### src/rtl/wdt_pkg.sv
package wdt_pkg;

  typedef enum logic {
    MODE_SHORT = 1'b0,
    MODE_LONG  = 1'b1
  } alert_mode_e;

  // bits needed to hold values 0..n-1
  function automatic int unsigned cnt_w(input int unsigned n);
    return (n < 2) ? 1 : $clog2(n);
  endfunction

endpackage

### src/rtl/wdt_in_qual.sv
module wdt_in_qual #(
  parameter int unsigned FILT_CYC = 5
) (
  input  logic clk_i,
  input  logic rst_ni,
  input  logic raw_i,
  output logic qual_o
);
  localparam int unsigned FW = wdt_pkg::cnt_w(FILT_CYC);
  localparam logic [FW-1:0] FILT_M1 = FW'(FILT_CYC - 1);

  logic       meta_q, sync_q;
  logic       qual_q;
  logic [FW-1:0] run_q;

  always_ff @(posedge clk_i or negedge rst_ni) begin
    if (!rst_ni) begin
      meta_q <= 1'b0;
      sync_q <= 1'b0;
    end else begin
      meta_q <= raw_i;
      sync_q <= meta_q;
    end
  end

  // output follows sync only after FILT_CYC consecutive mismatching samples
  always_ff @(posedge clk_i or negedge rst_ni) begin
    if (!rst_ni) begin
      qual_q <= 1'b0;
      run_q  <= '0;
    end else if (sync_q == qual_q) begin
      run_q <= '0;
    end else if (run_q == FILT_M1) begin
      qual_q <= sync_q;
      run_q  <= '0;
    end else begin
      run_q <= run_q + 1'b1;
    end
  end

  assign qual_o = qual_q;

  generate
    if (FILT_CYC >= 2) begin : g_filt_chk
      p_filt_hold_r8: assert property (@(posedge clk_i) disable iff (!rst_ni)
        (qual_q != $past(qual_q)) |-> ($past(sync_q, 1) == qual_q && $past(sync_q, 2) == qual_q))
        else $error("p_filt_hold_r8");
    end
  endgenerate

endmodule

### src/rtl/wdt_core.sv
module wdt_core import wdt_pkg::*; #(
  parameter alert_mode_e MODE        = MODE_LONG,
  parameter int unsigned TIMEOUT_CYC = 34000,
  parameter int unsigned PULSE_CYC   = 2100000,
  parameter int unsigned MIN_W_CYC   = 100
) (
  input  logic clk_i,
  input  logic rst_ni,
  input  logic kick_i,
  input  logic dis_i,
  output logic alert_o
);
  localparam int unsigned END_CYC = (MODE == MODE_LONG) ? PULSE_CYC : TIMEOUT_CYC;
  localparam int unsigned TW = cnt_w(TIMEOUT_CYC);
  localparam int unsigned AW = cnt_w(END_CYC);
  localparam logic [TW-1:0] TO_M1  = TW'(TIMEOUT_CYC - 1);
  localparam logic [AW-1:0] END_M1 = AW'(END_CYC - 1);
  localparam logic [AW-1:0] MIN_M1 = AW'(MIN_W_CYC - 1);

  logic          kick_q;
  logic          alert_q, alert_d;
  logic          pend_q, pend_d;
  logic [TW-1:0] tcnt_q, tcnt_d;
  logic [AW-1:0] acnt_q, acnt_d;
  logic          kick_ev, rel_req;

  assign kick_ev = (MODE == MODE_LONG) ? (kick_i ^ kick_q) : (kick_i & ~kick_q);

  always_comb begin
    alert_d = alert_q;
    pend_d  = 1'b0;
    tcnt_d  = '0;
    acnt_d  = '0;
    rel_req = 1'b0;
    if (!alert_q) begin
      if (dis_i || kick_ev) begin
        tcnt_d = '0;
      end else if (tcnt_q == TO_M1) begin
        alert_d = 1'b1;
      end else begin
        tcnt_d = tcnt_q + 1'b1;
      end
    end else begin
      rel_req = dis_i | pend_q | ((MODE == MODE_SHORT) & kick_ev);
      if (acnt_q == END_M1 || (rel_req && acnt_q >= MIN_M1)) begin
        alert_d = 1'b0;
      end else begin
        acnt_d = acnt_q + 1'b1;
        pend_d = rel_req;
      end
    end
  end

  always_ff @(posedge clk_i or negedge rst_ni) begin
    if (!rst_ni) begin
      kick_q  <= 1'b0;
      alert_q <= 1'b0;
      pend_q  <= 1'b0;
      tcnt_q  <= '0;
      acnt_q  <= '0;
    end else begin
      kick_q  <= kick_i;
      alert_q <= alert_d;
      pend_q  <= pend_d;
      tcnt_q  <= tcnt_d;
      acnt_q  <= acnt_d;
    end
  end

  assign alert_o = alert_q;

  p_tcnt_bound_r1: assert property (@(posedge clk_i) disable iff (!rst_ni)
    tcnt_q <= TO_M1) else $error("p_tcnt_bound_r1");

  p_restart_r10: assert property (@(posedge clk_i) disable iff (!rst_ni)
    (alert_q != $past(alert_q)) |-> (tcnt_q == '0)) else $error("p_restart_r10");

  p_min_width_r5: assert property (@(posedge clk_i) disable iff (!rst_ni)
    $fell(alert_q) |-> ($past(acnt_q) >= MIN_M1)) else $error("p_min_width_r5");

  p_dis_quiet_r6: assert property (@(posedge clk_i) disable iff (!rst_ni)
    (dis_i && !alert_q) |=> !alert_q) else $error("p_dis_quiet_r6");

  generate
    if (MODE == MODE_LONG) begin : g_long_chk
      p_long_len_r3: assert property (@(posedge clk_i) disable iff (!rst_ni)
        $fell(alert_q) |-> ($past(acnt_q) == END_M1 || $past(dis_i) || $past(pend_q)))
        else $error("p_long_len_r3");
    end
  endgenerate

endmodule

### src/rtl/wdt_supervisor.sv
module wdt_supervisor import wdt_pkg::*; #(
  parameter alert_mode_e MODE        = MODE_LONG,
  parameter int unsigned TIMEOUT_CYC = 34000,
  parameter int unsigned PULSE_CYC   = 2100000,
  parameter int unsigned MIN_W_CYC   = 100,
  parameter int unsigned FILT_CYC    = 5
) (
  input  logic clk_i,
  input  logic rst_ni,
  input  logic kick_i,
  input  logic disable_i,
  output logic alert_no
);
  localparam int unsigned N_IN = 2;

  logic [N_IN-1:0] raw_in, qual_in;
  logic            alert;

  assign raw_in = {disable_i, kick_i};

  for (genvar i = 0; i < N_IN; i++) begin : g_in
    wdt_in_qual #(.FILT_CYC(FILT_CYC)) u_qual (
      .clk_i  (clk_i),
      .rst_ni (rst_ni),
      .raw_i  (raw_in[i]),
      .qual_o (qual_in[i])
    );
  end

  wdt_core #(
    .MODE        (MODE),
    .TIMEOUT_CYC (TIMEOUT_CYC),
    .PULSE_CYC   (PULSE_CYC),
    .MIN_W_CYC   (MIN_W_CYC)
  ) u_core (
    .clk_i   (clk_i),
    .rst_ni  (rst_ni),
    .kick_i  (qual_in[0]),
    .dis_i   (qual_in[1]),
    .alert_o (alert)
  );

  assign alert_no = ~alert;

endmodule

### config.mk
export PLATFORM = sky130hd
export DESIGN_NAME = wdt_supervisor
export DESIGN_NICKNAME = d
export VERILOG_FILES = /design/src/rtl/wdt_pkg.sv /design/src/rtl/wdt_in_qual.sv /design/src/rtl/wdt_core.sv /design/src/rtl/wdt_supervisor.sv
export SDC_FILE = /design/constraint.sdc
export NUM_CORES = 1
export LEC_CHECK = 0
export BUFFER_PORTS_ARGS = -buffer_cell sky130_fd_sc_hd__buf_2
export CAP_MARGIN = 30
export CELL_PAD_IN_SITES_DETAIL_PLACEMENT = 1
export CELL_PAD_IN_SITES_GLOBAL_PLACEMENT = 1
export CORE_ASPECT_RATIO = 1.75
export CORE_MARGIN = 8
export CORE_UTILIZATION = 30
export DETAILED_ROUTE_END_ITERATION = 10
export GPL_TIMING_DRIVEN = 1
export MAX_ROUTING_LAYER = met4
export PLACE_DENSITY_LB_ADDON = 0.1
export SETUP_SLACK_MARGIN = 0.02
export SLEW_MARGIN = 20
export SYNTH_ARGS = -nofsm -noshare
export SYNTH_HDL_FRONTEND = slang
export SYNTH_SLANG_ARGS = --single-unit
### constraint.sdc
create_clock -name clk_i -period 4.2 [get_ports clk_i]
set_input_delay 0.63 -clock clk_i [delete_from_list [all_inputs] [get_ports clk_i]]
set_output_delay 0.63 -clock clk_i [all_outputs]
set_load 0.02 [all_outputs]
-- Yosys cells after proc, flatten, opt, wreduce, memory -nomap -nowiden
Cells that the tools add are included.
- ROM bits: 0
- bits in writable memories: 0
- word-level logic and storage cells: 49
- output and inout bits: 1
- memories: 0
- flip-flop bits (word level): 53
- bits in latches: 0
- mux-type cells: 15
- $add $sub $neg: 4
- equal/unequal tests: 6
- div/mod/pow operators: 0
- multipliers: 0
- bitwise logic cells: 5
- shifts and indexed selects: 0
- reductions and logical operators: 5
- order comparisons: 1
- operator list (cell ; count):
    16-bit two-way mux ; 3
    22-bit two-way mux ; 2
    22-bit by 1-bit adder with 22-bit output, second input constant ; 1
    22-bit equality test, second input constant ; 1
    22-bit by 7-bit greater-or-equal comparator with 1-bit output, second input constant ; 1
    16-bit by 1-bit adder with 16-bit output, second input constant ; 1
    16-bit equality test, second input constant ; 1
    3-bit two-way mux ; 4
    3-bit by 1-bit adder with 3-bit output, second input constant ; 2
    3-bit equality test, second input constant ; 2
    1-bit two-way mux ; 6
    2-bit AND reduction ; 2
    1-bit inverter ; 3
    1-bit equality test ; 2
    1-bit logical OR ; 2
    1-bit logical AND ; 1
    1-bit bitwise OR ; 1
    1-bit bitwise XOR ; 1

-- Logic depth before layout (Yosys ltp)
Gate-level depths: netlist of run 1.
- depth in word-level cells: 5
- gate-level depth with buffers: 7
- mapped depth without buffers: 5

-- By module
A second synthesis of run 1 with hierarchy kept.
- cells, all modules: 255
- area total of the unflattened synthesis: 2615.0 µm²
- by module, submodules not included (module ; area an instance (µm²) ; cells each ; seq. area each (µm²) ; instances):
    wdt_core ; 2128.3 ; 218 ; 1026.0 ; 1
    wdt_in_qual at g_in[0].u_qual ; 242.7 ; 18 ; 150.1 ; 1
    wdt_in_qual at g_in[1].u_qual ; 240.2 ; 18 ; 150.1 ; 1
    wdt_supervisor ; 3.8 ; 1 ; 0.0 ; 1

-- Least setup slack after synthesis of run 1
No wires, ideal clock.
- path kind: register to register
- from: register u_core.tcnt_q[5]
- to: register u_core.tcnt_q[10]
- slack: 2.440 ns
- stages on the path, launching flop included: 6
- arrival time: 1.642 ns
- period minus slack after synthesis: 1.760 ns
- setup time: 0.119 ns
- required time: 4.081 ns
- cells stage by stage: dfrtp_1 > or4_1 > nor4_1 > a21bo_2 > buf_4 > nor2_1
- word-level cells in the longest chain between the ends: 4
- ends and longest elaborated chain (element ; line ; source):
    start, declared ; wdt_core.sv:23 ; logic [TW-1:0] tcnt_q, tcnt_d;
    start signal, assigned ; wdt_core.sv:65 ; tcnt_q <= tcnt_d;
    16-bit by 1-bit adder with 16-bit output or 16-bit equality test (tied branches) ; wdt_core.sv:41, wdt_core.sv:38 ;
    16-bit two-way mux (*) ; wdt_core.sv:38 ; end else if (tcnt_q == TO_M1) begin
    16-bit two-way mux (*) ; wdt_core.sv:36 ; if (dis_i || kick_ev) begin
    16-bit two-way mux (*) ; wdt_core.sv:35 ; if (!alert_q) begin
    named net u_core.tcnt_d[10] ; wdt_core.sv:23 ;
The timed path passes the listed nets; every way through them passes the cells marked *.
A chain may end at the register's enable or synchronous reset.

-- Final worst setup path of run 1
- from: register u_core.acnt_q[0]
- to: register u_core.alert_q, in the netlist u_core.alert_o
- word-level cells in the longest chain between the ends: 5
- ends and longest elaborated chain (element ; line ; source):
    start, declared ; wdt_core.sv:24 ; logic [AW-1:0] acnt_q, acnt_d;
    start signal, assigned ; wdt_core.sv:66 ; acnt_q <= acnt_d;
    22-bit by 7-bit greater-or-equal comparator with 1-bit output ; wdt_core.sv:45 ; if (acnt_q == END_M1 || (rel_req && acnt_q >= MIN_M1)) begin
    1-bit logical AND ; wdt_core.sv:45 ;
    1-bit logical OR (*) ; wdt_core.sv:45 ;
    1-bit two-way mux (*) ; wdt_core.sv:45 ;
    1-bit two-way mux (*) ; wdt_core.sv:35 ;
    named net u_core.alert_d ; wdt_core.sv:21 ; logic alert_q, alert_d;
    end signal, assigned ; wdt_core.sv:63 ; alert_q <= alert_d;
    end, declared ; wdt_core.sv:21 ;
Marked as above.

==> out/qor.txt, run 1 <==
Row count - 45
Slowest CP cell - o22a_1
Setup-failing EPs final - 0
Initial antenna violation count - 0
IO Pins - 5
Via Count - 1,890
Core Area - 0.00850 mm^2
Syn_nets - 263
DRT iter0 DRCs - 45
Cell mode on critical path - o21ai_0
Kind of critical path - reg2reg
Hold Fails Final Rpt - 0
Area of the multi-input gates - 0.00119 mm^2
Count of final max-slew check failures - 0
H-tree levels - 2
RSZ-0062 raised after global routing - no
Cell Area, Placed - 0.00274 mm^2
Crit path largest cell delay - 0.78 ns
Worst setup path endpoint - u_core.alert_o$_DFF_PN0_
CTS tree - yes
Overall routing resource usage - 11.3%
Fmax achieved - 498 MHz
Net count, final - 270
Reg2Reg Setup Slack - 2.19 ns
Final Wtd Congestion - 0.746
Routed WL - 5920 um
Critical path capture point type - flop
Sink Count - 53
Root Driver - clkbuf_16
Initial core utilization - 30.4%
Fraction of layout cells with a size suffix above 1 - 11.5%
CTS Buffer Depth - 2
Hold slack - 0.301 ns
Power per cell area - 431 mW/mm^2
Largest net degree at the start of global routing - 34
Synthesis warning total - 0
Buffers on Ports - 4
First-pass GRT wire length - 10,500 um
Worst Path Arrival - 2.14 ns
Die area - 0.0120 mm^2
Area grow syn2layout - 12.6%
Seq. cell area - 0.00133 mm^2
Slew HR - 36.9%
Die Span X - 86.2 um
Routed wire per std cell - 15.7 um
Register area share after synthesis - 51.3%
Required time worst endpoint - 4.34 ns
Drt drc - 0
CTS buffer count - 5
Clk_lat worst skew - 0.29 ns
Crit-path cells - ha_1 > nor4_1 > o21ai_0 > o22a_1 > o21ai_0
Final period utilization - 47.8%
Tightest Pin Transition - 0.947 ns
DP HPWL - 4170 um
DR vias/cell - 5.00
Overflow after GRT - 0
Vias in the first global route - 2,056
CTS clk-pin slew, worst paths - 0.07 ns
Hold WC Path Type - in2async
Reg2reg end - u_core.alert_o$_DFF_PN0_
Status - complete, no violations
Worst Reg2Reg Path Length in Cells - 5
Critical Path Start - u_core.acnt_q[0]$_DFF_PN0_
# fillers - 965
Post-CTS setup buffer count - 0
CTS Hold Bufs - 0
Cell count after synthesis - 253
Layout Skew - 0.00474 ns
Crit-path max FO - 24
TNS Setup - 0 ns
Commonest non-fill, non-tap cells in the layout - 53 x dfrtp_1, 21 x nor2_1, 21 x nor3_1, 16 x xnor2_1
Commonest non-fill, non-tap cell in the layout - dfrtp_1
FF+latch count, synth - 53
Syn Area/Cell - 10.2 um^2
TritonRoute pass-1 iters - 4
Tmin final - 2.01 ns
Die height - 139 um
LEAKAGE - 0.00114 uW
R2R Path Start - u_core.acnt_q[0]$_DFF_PN0_
Synthesized area - 0.00259 mm^2
Routed Antenna Nets - 0
Final instance area - 0.00291 mm^2
Max Cap Viol - 0
Critical Path Source Type - flop
Distinct cells, synth - 39
Cts repair resizes - 0
Max VDD drop - 0.000177 V
Antenna cells - 0
==> stage by stage <==
stage | instances | worst slack (ns) | total power (uW) | utilization (%)
after floorplan | 253 | 2.44 | 734 | -
after global placement | 370 | 2.14 | 785 | 32.2
after detailed placement | 370 | 2.10 | 791 | 32.2
after CTS | 378 | 2.08 | 1290 | 34.3
after global routing | 378 | 1.96 | 1330 | 34.3
final | 378 | 2.19 | 1260 | 34.3
==> cell families (layout without fill, tap and decap cells) <==
family	Yosys count	in the layout	synth area share, %
flip-flops	53	53	51.3
adder cells (fa/ha/maj)	6	6	2.90
AND/OR/NAND/NOR	120	120	25.7
XOR/XNOR	26	26	8.80
buffers and inverters	17	25	2.81
multiplexers	3	3	1.26
AO/OA/AOI/OAI	28	28	7.21
==> cell type report <==
type	instances	area share, %
clock buffer	6	4.77
clock inverter	2	1.29
inverter	11	1.42
multi-input combinational	183	40.8
sequential	53	45.5
tap	117	5.03
timing repair buffer	6	1.20
==> flip-flops by register name (all words and copies together) (netlist names) <==
signal / flops
g_in.u_qual.run_q: 6
g_in.u_qual.meta_q: 2
u_core.kick_q: 1
u_core.tcnt_q: 16
g_in.u_qual.qual_o: 2
u_core.acnt_q: 22
u_core.alert_o: 1
g_in.u_qual.sync_q: 2
u_core.pend_q: 1
==> power breakdown <==
| part | switching [uW] | internal, uW | leakage [uW] | total, uW |
|---|---|---|---|---|
| sequential | 41.8 | 554 | 0.000720 | 596 |
| combinational | 108 | 67.8 | 0.000338 | 176 |
| clock | 186 | 298 | 0.0000831 | 484 |
| total | 336 | 920 | 0.00114 | 1260 |
==> worst max-delay path, delay by kind of cell, from the launching register on <==
family,cells,cell delay [ns]
compound gates,3,1.13
simple gates,1,0.06
fa+ha+maj,1,0.24
flops,1,0.42
==> synthesized netlist by cell type (all sizes together) <==
cell / instances / area (um^2)
dfrtp: 53 / 1330
nor2b: 2 / 12.5
nand4: 12 / 81.3
a21bo: 1 / 10.0
mux2: 2 / 22.5
o21ai: 11 / 55.1
inv: 11 / 41.3
or3: 9 / 61.3
nor4: 10 / 62.6
buf: 3 / 20.0
nor3b: 3 / 22.5
nor3: 21 / 105
o22a: 1 / 8.76
and4: 4 / 37.5
ha: 6 / 75.1
o31ai: 1 / 7.51
a21oi: 3 / 15.0
xnor2: 16 / 140
or4: 2 / 18.8
nand2: 13 / 48.8
nand2b: 1 / 6.26
clkbuf: 3 / 11.3
a211oi: 9 / 72.6
nor2: 21 / 78.8
xor2: 10 / 87.6
nand3: 14 / 75.1
a31o: 2 / 17.5
mux2i: 1 / 10.0
and3: 6 / 41.3
and2: 2 / 13.8
==> per-layer routing <==
metal  track usage [%]  wire (um)  vias up
met5                 -          0        -
li1                  -          -      926
met4              4.11        106        0
met3              2.14         69        7
met2              19.8       3280        6
met1              12.3       2460      951
==> worst min path at each step <==
stage / slack [ns] / end / depth (start not counted)
floorplan: 0.33 / g_in[0].u_qual.meta_q$_DFF_PN0_ / 0
global placement: 0.33 / g_in[0].u_qual.sync_q$_DFF_PN0_ / 0
detailed placement: 0.34 / g_in[1].u_qual.sync_q$_DFF_PN0_ / 0
CTS: 0.32 / g_in[1].u_qual.qual_o$_DFFE_PN0P_ / 1
global route: 0.33 / g_in[1].u_qual.sync_q$_DFF_PN0_ / 1
finish: 0.30 / g_in[1].u_qual.sync_q$_DFF_PN0_ / 1
Power figures use the tool's default switching activity.
==> run 2: changes to the inputs <==
Clock period 4.2 ns to 2.01 ns, I/O delays scaled along.
==> run 2 against run 1 <==
  * The run now ends with negative hold slack left
  * Setup slack worse by 2.0 ns
  * Critical path depth down 1
  * Maximum frequency up 8.5%
  * Non-clock buffer count up 4
  * Register-to-register slack worse by 2.0 ns
  * Sequential power up 110%
  * Die area unchanged
  * Critical endpoint is now u_core.acnt_q[21]$_DFF_PN0_
==> out/qor.txt, run 2 (synthesized netlist as in run 1, its figures left out) <==
Setup-failing EPs final - 0 (unchanged)
CTS tree - yes
Combinational share of power - 16.0% (+2.0 points)
Max Cap Viol - 0 (unchanged)
Via Count - 1,913 (+1.2%)
IO Pins - 5 (unchanged)
CTS clk-pin slew, worst paths - 0.07 ns (about the same)
LEAKAGE - 0.00117 uW (+2.5%)
Fraction of layout cells with a size suffix above 1 - 13.2% (+1.7 points)
Int Power - 1790 uW (+94%)
Root Driver - clkbuf_16
Routed WL - 5980 um (+0.98%)
Critical Path Source Type - flop
Initial antenna violation count - 0 (unchanged)
Layout Skew - 0.00692 ns (+0.00218 ns)
Clock share of power - 34.4% (-4.1 points)
Kind of critical path - reg2reg
Hold WC Path Type - in2async
RSZ-0062 raised after global routing - no
Switching Fraction - 28.3% (+1.5 points)
Pre-CTS WS - 0.0695 ns (-2.03 ns)
H-tree levels - 2 (unchanged)
Net count, final - 274 (+1.5%)
# fillers - 958 (-0.73%)
Final Wtd Congestion - 0.727 (-2.7%)
Sink Count - 53 (unchanged)
Largest net degree at the start of global routing - 33 (-2.9%)
Status - finished with violations
Post-route insts no fill - 382 (+1.1%)
Die height - 139 um (unchanged)
Area grow syn2layout - 14.3%
Slew HR - 63.1% (+26 points)
Overflow after GRT - 0 (unchanged)
CTS buffer count - 5 (unchanged)
DR vias/cell - 5.01 (+0.16%)
Top Registers - u_core.acnt_q x22, u_core.tcnt_q x16, g_in.u_qual.run_q x6
TritonRoute pass-1 iters - 4 (unchanged)
Commonest non-fill, non-tap cell in the layout - dfrtp_1
Final period utilization - 92.0% (+44 points)
Overall routing resource usage - 11.5% (+0.22 points)
Final Core Density - 34.8% (+0.52 points)
First-pass GRT wire length - 10,600 um (+0.98%)
DP HPWL - 4310 um (+3.4%)
Antenna cells - 0 (unchanged)
Clk_lat worst skew - 0.30 ns (about the same)
Largest Register - u_core.acnt_q
Fmax achieved - 541 MHz (+8.5%)
Hold slack - -0.00762 ns (-0.308 ns)
Core Area - 0.00850 mm^2 (unchanged)
Max reg flops - 22 (unchanged)
Hold Fails Final Rpt - 21 (+21)
Die area - 0.0120 mm^2 (unchanged)
Tightest Pin Transition - 0.554 ns (-0.393 ns)
Vias in the first global route - 2,171 (+5.6%)
DRT iter0 DRCs - 71 (+58%)
Count of final max-slew check failures - 0 (unchanged)
Routed Antenna Nets - 0 (unchanged)
Die Span X - 86.2 um (unchanged)
CTS Hold Bufs - 0 (unchanged)
Final worst setup slack - 0.162 ns (-2.03 ns)
Cells after DPL - 374 (+1.1%)
Initial core utilization - 30.4% (unchanged)
Buffers on Ports - 4 (unchanged)
CTS Buffer Depth - 2 (unchanged)
Routed wire per std cell - 15.6 um (about the same)
Net switching power - 705 uW (+110%)
Register share of total power - 49.6% (+2.1 points)
Max VDD drop - 0.000368 V (+110%)
Row count - 45 (unchanged)
Power per cell area - 843 mW/mm^2 (+96%)
Commonest non-fill, non-tap cells in the layout - 53 x dfrtp_1, 21 x nor2_1, 21 x nor3_1, 16 x xnor2_1
Critical path capture point type - flop
Crit-path max FO - 7 (-71%)
Drt drc - 0 (unchanged)
Failing checks - negative hold slack
Worst Path Arrival - 2.06 ns (-0.08 ns)
TNS Setup - 0 ns (unchanged)
Tmin final - 1.85 ns (-0.158 ns)
Required time worst endpoint - 2.22 ns (-2.12 ns)
-- run 2: final timing paths --
path	startpoint	to	slack (ns)	cells past startpoint
setup / recovery	u_core.acnt_q[2]$_DFF_PN0_	u_core.acnt_q[21]$_DFF_PN0_	0.16	4
min in group clk_i	kick_i	g_in[0].u_qual.meta_q$_DFF_PN0_	0.11	1
hold reg to reg	g_in[1].u_qual.meta_q$_DFF_PN0_	g_in[1].u_qual.sync_q$_DFF_PN0_	0.36	0
hold / removal	rst_ni	g_in[1].u_qual.meta_q$_DFF_PN0_	-0.008	1
setup reg to reg	u_core.acnt_q[2]$_DFF_PN0_	u_core.acnt_q[21]$_DFF_PN0_	0.16	4
max in group asynchronous	rst_ni	u_core.acnt_q[8]$_DFF_PN0_	1.46	2
-- run 2: metrics by stage --
step / total power (uW) / instance area (um^2)
global route: 2660 / 2960
global placement: 1650 / 2790
floorplan: 1530 / 2590
CTS: 2540 / 2930
detailed placement: 1660 / 2790
finish: 2490 / 2960
-- run 2: worst max-delay path, stage by stage (launching register included) --
cell and delay (ns):
dfrtp_1 0.49, nand3_2 0.14, or3_4 0.43, or4_4 0.49, a211oi_2 0.22
-- run 2: repair_timing --
| item | in CTS | in global routing |
|---|---|---|
| hold endpoints to repair | 0 | 0 |
| gates resized for setup | 0 | 4 |
| setup endpoints to repair | 0 | 19 |
| setup buffers | 0 | 0 |
-- run 2: power groups by stage --
stage / combinational, uW / sequential [uW] / clock [uW]
2_1_floorplan: 293 / 1240 / 0
6_report: 398 / 1240 / 857
5_1_grt: 468 / 1260 / 933
3_5_place_dp: 395 / 1260 / 0
3_3_place_gp: 391 / 1260 / 0
4_1_cts: 397 / 1240 / 901
-- run 2: per-layer routing --
metal	vias to the layer above	track usage [%]	wire (um)
met4	0	4.75	137
met1	970	11.5	2310
met3	8	2.37	111
met5	-	-	0
li1	926	-	-
met2	9	20.9	3420
-- run 2: final cells by class --
class | count | area (um^2) | area share [%]
Timing Repair Buffer | 10 | 90.1 | 3.05
Multi-Input combinational cell | 183 | 1210 | 40.9
Tap cell | 117 | 146 | 4.95
Inverter | 11 | 41.3 | 1.40
Clock inverter | 3 | 17.5 | 0.592
Sequential cell | 53 | 1330 | 44.9
Clock buffer | 5 | 125 | 4.23
